<file path="src/rtl/muldiv_pkg.sv">
package muldiv_pkg;
  typedef enum logic [2:0] {
    ADR_AL   = 3'd0,
    ADR_AH   = 3'd1,
    ADR_BL   = 3'd2,
    ADR_BH   = 3'd3,
    ADR_CL   = 3'd4,
    ADR_CH   = 3'd5,
    ADR_CTRL = 3'd6
  } reg_addr_e;

  localparam int MODE_BIT = 7;
  localparam int GO_BIT   = 0;
endpackage

</file>
<file path="src/rtl/muldiv_mul.sv">
module muldiv_mul #(
  parameter int W = 16
) (
  input  logic           clk,
  input  logic [W-1:0]   a,
  input  logic [W-1:0]   b,
  output logic [2*W-1:0] prod
);
  localparam int PW = 2 * W;

  logic [PW-1:0] prod_q;

  always_ff @(posedge clk) begin
    prod_q <= PW'(a) * PW'(b);
  end

  assign prod = prod_q;
endmodule

</file>
<file path="src/rtl/muldiv_div.sv">
module muldiv_div #(
  parameter int DW = 32
) (
  input  logic          clk,
  input  logic          rst,
  input  logic          start,
  input  logic [DW-1:0] dividend,
  input  logic [DW-1:0] divisor,
  output logic          busy,
  output logic          fin,
  output logic [DW-1:0] quo,
  output logic [DW-1:0] rem
);
  localparam int CW = $clog2(DW);

  logic [DW:0]   r_q;
  logic [DW-1:0] q_q, d_q;
  logic [CW-1:0] cnt_q;
  logic          busy_q, fin_q;
  logic [DW:0]   r_sh;
  logic          ge;

  always_comb begin
    r_sh = {r_q[DW-1:0], q_q[DW-1]};
    ge   = (r_sh >= {1'b0, d_q});
  end

  always_ff @(posedge clk) begin
    if (rst) begin
      r_q    <= '0;
      q_q    <= '0;
      d_q    <= '0;
      cnt_q  <= '0;
      busy_q <= 1'b0;
      fin_q  <= 1'b0;
    end else begin
      fin_q <= 1'b0;
      if (start && !busy_q) begin
        r_q    <= '0;
        q_q    <= dividend;
        d_q    <= divisor;
        cnt_q  <= '0;
        busy_q <= 1'b1;
      end else if (busy_q) begin
        r_q   <= ge ? (r_sh - {1'b0, d_q}) : r_sh;
        q_q   <= {q_q[DW-2:0], ge};
        cnt_q <= cnt_q + 1'b1;
        if (cnt_q == CW'(DW - 1)) begin
          busy_q <= 1'b0;
          fin_q  <= 1'b1;
        end
      end
    end
  end

  assign busy = busy_q;
  assign fin  = fin_q;
  assign quo  = q_q;
  assign rem  = r_q[DW-1:0];

  // the finish strobe lasts exactly one cycle
  assert_fin_pulse_R7: assert property (@(posedge clk) disable iff (rst)
    fin_q |=> !fin_q);

  // at finish, a nonzero divisor leaves a remainder below it
  assert_rem_below_R6: assert property (@(posedge clk) disable iff (rst)
    (fin_q && d_q != '0) |-> (r_q[DW-1:0] < d_q));

  // a start on an idle divider makes it busy next cycle
  assert_start_busy_R7: assert property (@(posedge clk) disable iff (rst)
    (start && !busy_q) |=> busy_q);
endmodule

</file>
<file path="src/rtl/muldiv_regs.sv">
module muldiv_regs #(
  parameter int W = 16
) (
  input  logic         clk,
  input  logic         rst,
  input  logic [2:0]   addr,
  input  logic         wr_en,
  input  logic [W-1:0] wdata,
  output logic [W-1:0] rdata,
  output logic         done
);
  import muldiv_pkg::*;

  localparam int DW = 2 * W;

  logic [W-1:0]  al_q, ah_q, bl_q, bh_q, cl_q, ch_q;
  logic          mode_q, busy_q, done_q;
  logic [W-1:0]  rdata_q;
  logic [DW-1:0] prod, quo, rem;
  logic          div_busy, div_fin;
  logic          ctrl_wr, go;

  assign ctrl_wr = wr_en && (addr == ADR_CTRL) && !busy_q;
  assign go      = ctrl_wr && wdata[GO_BIT];

  muldiv_mul #(.W(W)) u_mul (
    .clk  (clk),
    .a    (al_q),
    .b    (ah_q),
    .prod (prod)
  );

  muldiv_div #(.DW(DW)) u_div (
    .clk      (clk),
    .rst      (rst),
    .start    (go && wdata[MODE_BIT]),
    .dividend ({ah_q, al_q}),
    .divisor  ({bh_q, bl_q}),
    .busy     (div_busy),
    .fin      (div_fin),
    .quo      (quo),
    .rem      (rem)
  );

  always_ff @(posedge clk) begin
    if (rst) begin
      al_q   <= '0;
      ah_q   <= '0;
      bl_q   <= '0;
      bh_q   <= '0;
      cl_q   <= '0;
      ch_q   <= '0;
      mode_q <= 1'b0;
      busy_q <= 1'b0;
      done_q <= 1'b0;
    end else begin
      done_q <= 1'b0;
      if (ctrl_wr) begin
        mode_q <= wdata[MODE_BIT];
        if (wdata[GO_BIT]) busy_q <= 1'b1;
      end
      if (wr_en && !busy_q) begin
        case (addr)
          ADR_AL:  al_q <= wdata;
          ADR_AH:  ah_q <= wdata;
          ADR_BL:  bl_q <= wdata;
          ADR_BH:  bh_q <= wdata;
          default: ;
        endcase
      end
      if (busy_q && !mode_q) begin
        {bh_q, bl_q} <= prod;
        busy_q       <= 1'b0;
        done_q       <= 1'b1;
      end
      if (busy_q && mode_q && div_fin) begin
        {ah_q, al_q} <= quo;
        {ch_q, cl_q} <= rem;
        busy_q       <= 1'b0;
        done_q       <= 1'b1;
      end
    end
  end

  always_ff @(posedge clk) begin
    if (rst) begin
      rdata_q <= '0;
    end else begin
      case (addr)
        ADR_AL:   rdata_q <= al_q;
        ADR_AH:   rdata_q <= ah_q;
        ADR_BL:   rdata_q <= bl_q;
        ADR_BH:   rdata_q <= bh_q;
        ADR_CL:   rdata_q <= cl_q;
        ADR_CH:   rdata_q <= ch_q;
        ADR_CTRL: begin
          rdata_q           <= '0;
          rdata_q[MODE_BIT] <= mode_q;
          rdata_q[GO_BIT]   <= busy_q;
        end
        default:  rdata_q <= '0;
      endcase
    end
  end

  assign rdata = rdata_q;
  assign done  = done_q;

  // a multiply finishes on the edge after it starts
  assert_mul_one_cycle_R4: assert property (@(posedge clk) disable iff (rst)
    (busy_q && !mode_q) |=> !busy_q);

  // the remainder pair moves only when the divider finishes
  assert_c_hold_R5: assert property (@(posedge clk) disable iff (rst)
    !div_fin |=> $stable({ch_q, cl_q}));

  // divisor pair cannot be written during a divide
  assert_b_locked_R9: assert property (@(posedge clk) disable iff (rst)
    (busy_q && mode_q && wr_en && (addr == ADR_BL || addr == ADR_BH))
      |=> $stable({bh_q, bl_q}));

  // a busy divide is always backed by an active or finishing divider
  assert_div_tracks_R7: assert property (@(posedge clk) disable iff (rst)
    (busy_q && mode_q) |-> (div_busy || div_fin));
endmodule

</file>
<file path="config.mk">
export PLATFORM = sky130hd
export DESIGN_NAME = muldiv_regs
export DESIGN_NICKNAME = d
export VERILOG_FILES = /design/src/rtl/muldiv_pkg.sv /design/src/rtl/muldiv_mul.sv /design/src/rtl/muldiv_div.sv /design/src/rtl/muldiv_regs.sv
export SDC_FILE = /design/constraint.sdc
export NUM_CORES = 1
export LEC_CHECK = 0
export ABC_AREA = 1
export ABC_CLOCK_PERIOD_IN_PS = 7900
export CORE_ASPECT_RATIO = 0.5
export CORE_MARGIN = 2
export CORE_UTILIZATION = 60
export DETAILED_ROUTE_END_ITERATION = 7
export DONT_BUFFER_PORTS = 1
export GPL_TIMING_DRIVEN = 0
export HOLD_SLACK_MARGIN = 0.12
export PLACE_DENSITY_LB_ADDON = 0.05
export REMOVE_ABC_BUFFERS = 1
export SLEW_MARGIN = 20
export SYNTH_ARGS = -nofsm -noshare
export SYNTH_HDL_FRONTEND = slang
export SYNTH_HIERARCHICAL = 1
export SYNTH_SLANG_ARGS = --single-unit
</file>
<file path="constraint.sdc">
create_clock -name clk -period 7.9 [get_ports clk]
set_input_delay 0.395 -clock clk [delete_from_list [all_inputs] [get_ports clk]]
set_output_delay 0.395 -clock clk [all_outputs]
set_load 0.01 [all_outputs]
</file>
==> out/qor.txt <==
run status - finished clean
critical path class - reg -> reg
ANT cells - 0
CTS Sinks - 250
YS warnings - 6
largest net degree at the start of global routing - 88
Die Y - 141.9 um
Layout Nets - 3,667
share of the synthesized area in the top cell type - 21.93%
Synth Area per Inst - 6.657 um^2
worst-margin pin slew - 1088 ps
1st-pass router iterations - 6
CTS tree - done
vias per cell - 5.485
antenna viol nets, final - 0
simple-gate share of the synthesized area - 32.23%
post-synthesis mux area share - 0%
initial antenna violation count - 0
WL met2 - 31.97 mm
post-synthesis register bit count - 250
Synth Area in XOR/XNOR - 1.266%
top achievable clock speed - 0.1654 GHz
Total Wirelength - 67.88 mm
largest area contributor in the synthesized netlist - dfxtp_1
Post-synth ARST share - 0%
Starting DRT DRC Count - 2,033
Clock Latency Late Sink - 570 ps
clock buffer depth - 3
global-route wire length before repair - 108.0 mm
Synth Instances - 3,429
top layer in use - met4
sequential share of the synthesized area - 21.93%
R2R Setup Slk - 1850 ps
via count - 20.97k
max cap viols - 0
worst hold margin - 124.1 ps
GR Util All Layers - 34.63%
post-CTS sizing - 0
RSZ-0062 raised after global routing - no
crit path capture type - flip-flop
DRC Markers - 0
Slew Limit Fails - 0
Final setup viols - 0
share of cells above drive strength 1 - 3.906%
setup_tns - 0 ps
synth unique cells - 40
num rows - 50
Synth-to-Final Area Change - 4.336%
Metal-1 WL - 29.49 mm
Clock Tree Root - clkbuf_16
Starting Density - 61.01%
main combinational cell family by area after synthesis - simple AND/OR/NAND/NOR gates
Final Hold Fails - 0
core area - 0.03741 mm^2
Die Span X - 279.8 um
Final Critical Period - 6047 ps
total CTS buffers - 26
Worst Path Arrival - 6440 ps
global route overflow - 0
maximum vdd ir drop - 154.1 uV
DP Wirelength - 49.89 mm
routability cong. - 0.9467
static leakage - 13.07 nW
top-level I/O count - 39
Synth area leaders - dfxtp_1 (22%), nand2_1 (19%), fa_1 (17%)
metal3 WL - 4.742 mm
Post-Synthesis Cell Area - 0.02283 mm^2
CP startpoint kind - flip-flop
Die ar. - 0.03971 mm^2
synthesized-area fraction occupied by adder cells - 24.67%
routed len/inst - 17.76 um
htree depth - 1
Slew HR - 27.34%
number of synthesized flops with an enable pin - 0
post-synthesis compound-gate area fraction - 5.635%
vias in the first global route - 19.96k
# fillers - 3,578
Layout Skew - 30.30 ps
worst-path maximum fanout - 19
PwrDens - 133.0 mW/mm^2
Tcrit/Tclk final - 76.55%
Hold WC Path Type - in -> reg
clk slew on worst S/H paths - 70 ps
Main synth FF type - dfxtp_1
WP data required - 8300 ps
PortBufs - 0
Final Power - 3.168 mW
## synthesized netlist by cell type (11+ instances only)
cell	n
clkbuf_1	112
dfxtp_1	250
a21oi_1	176
xnor2_1	15
nand2_2	30
nand3_1	245
nand4_1	36
xor2_1	18
nand3b_1	32
inv_1	657
fa_1	195
inv_2	11
o21ai_0	44
ha_1	138
nor2_2	15
nand2_1	1176
nor2_1	166
buf_2	31
## metal layers
layer | GRT usage, % | vias up
met2 | 59.02 | 734
met4 | 9.232 | 0
met1 | 46.54 | 10020
met5 | 0 | -
li1 | - | 10090
met3 | 4.825 | 124
## critical path, stage by stage, from the launching register on
cell and delay (ps):
dfxtp_1 1020, nand2_1 200, fa_1 580, inv_1 50
fa_1 500, inv_1 70, fa_1 550, inv_1 50
fa_1 490, fa_1 510, inv_1 60, fa_1 500
inv_1 60, ha_1 380, nand2_2 140, inv_1 50
nand2_1 50, nand3_1 90, inv_1 80, nand3_2 120
nand2_2 100, nand2_1 50, nand2_1 60, nand2_1 130
## worst paths after layout
| check | from | end | cells after the start |
|---|---|---|---|
| worst max-delay path | al_q[7] | u_mul/prod[31] | 23 |
| worst max register to register | al_q[7] | u_mul/prod[31] | 23 |
| worst min-delay path | wdata[8] | ah_q[8] | 4 |
| worst min register to register | u_div/cnt_q[4] | u_div/cnt_q[4] | 2 |
## cell families after synthesis
group,count (synthesis)
adders and majority gates,333
AOI/OAI and AO/OA,244
buffers and inverters,833
and+or+nand+nor,1736
xor gates and xnor gates,33
DFF,250
## state kept, by name (all words and copies together), names as in the netlist
name         cells
u_div/d_q       32
u_div/quo       32
u_div/r_q       32
u_mul/prod      32
ah_q            16
al_q            16
bh_q            16
bl_q            16
ch_q            16
cl_q            16
rdata           16
u_div/cnt_q      5
busy_q           1
done             1
mode_q           1
u_div/busy       1
u_div/fin        1
## repair_timing
action                    in CTS  in global routing
hold buffers                  11                  0
hold endpoints to repair      95                  0
setup buffers                  0                  0
## through the flow
| step | std cells | area (um^2) | util (%) | worst slack [ps] |
|---|---|---|---|---|
| after global routing | 3822 | 23820 | 63.66 | 1586 |
| after CTS | 3822 | 23820 | 63.66 | 1923 |
| after global placement | 3760 | 22700 | 60.68 | 888.4 |
| after detailed placement | 3767 | 22860 | 61.11 | 1947 |
| final | 3822 | 23820 | 63.66 | 1853 |
| after floorplan | 3266 | 22080 | - | 2921 |
## power breakdown
group,internal [mW],switching [mW]
Clock,0.701,0.536
Sequential,1.28,0.0553
Combinational,0.182,0.412
## cells in the final DEF (no fill, tap or decap), types with 31 or more instances in the layout
| cell | synthesis | final |
|---|---|---|
| nand3b_1 | 32 | 32 |
| fa_1 | 195 | 195 |
| nand2_2 | 30 | 31 |
| a21oi_1 | 176 | 176 |
| nand3_1 | 245 | 245 |
| o21ai_0 | 44 | 44 |
| dfxtp_1 | 250 | 249 |
| nand2_1 | 1176 | 1175 |
| ha_1 | 138 | 138 |
| nand4_1 | 36 | 36 |
| nor2_1 | 166 | 164 |
| inv_1 | 657 | 655 |
## area by class of cell
class / instances / area (um^2) / share of cell area [%]
clock buffer: 38 / 725.7 / 3.047
clock inverter: 6 / 98.84 / 0.4150
inverter: 670 / 2516 / 10.57
multi-input combinational: 2346 / 14570 / 61.20
sequential: 250 / 5009 / 21.03
tap: 494 / 618.1 / 2.595
timing repair buffer: 18 / 274.0 / 1.151
(Power assumes the default switching activity.)
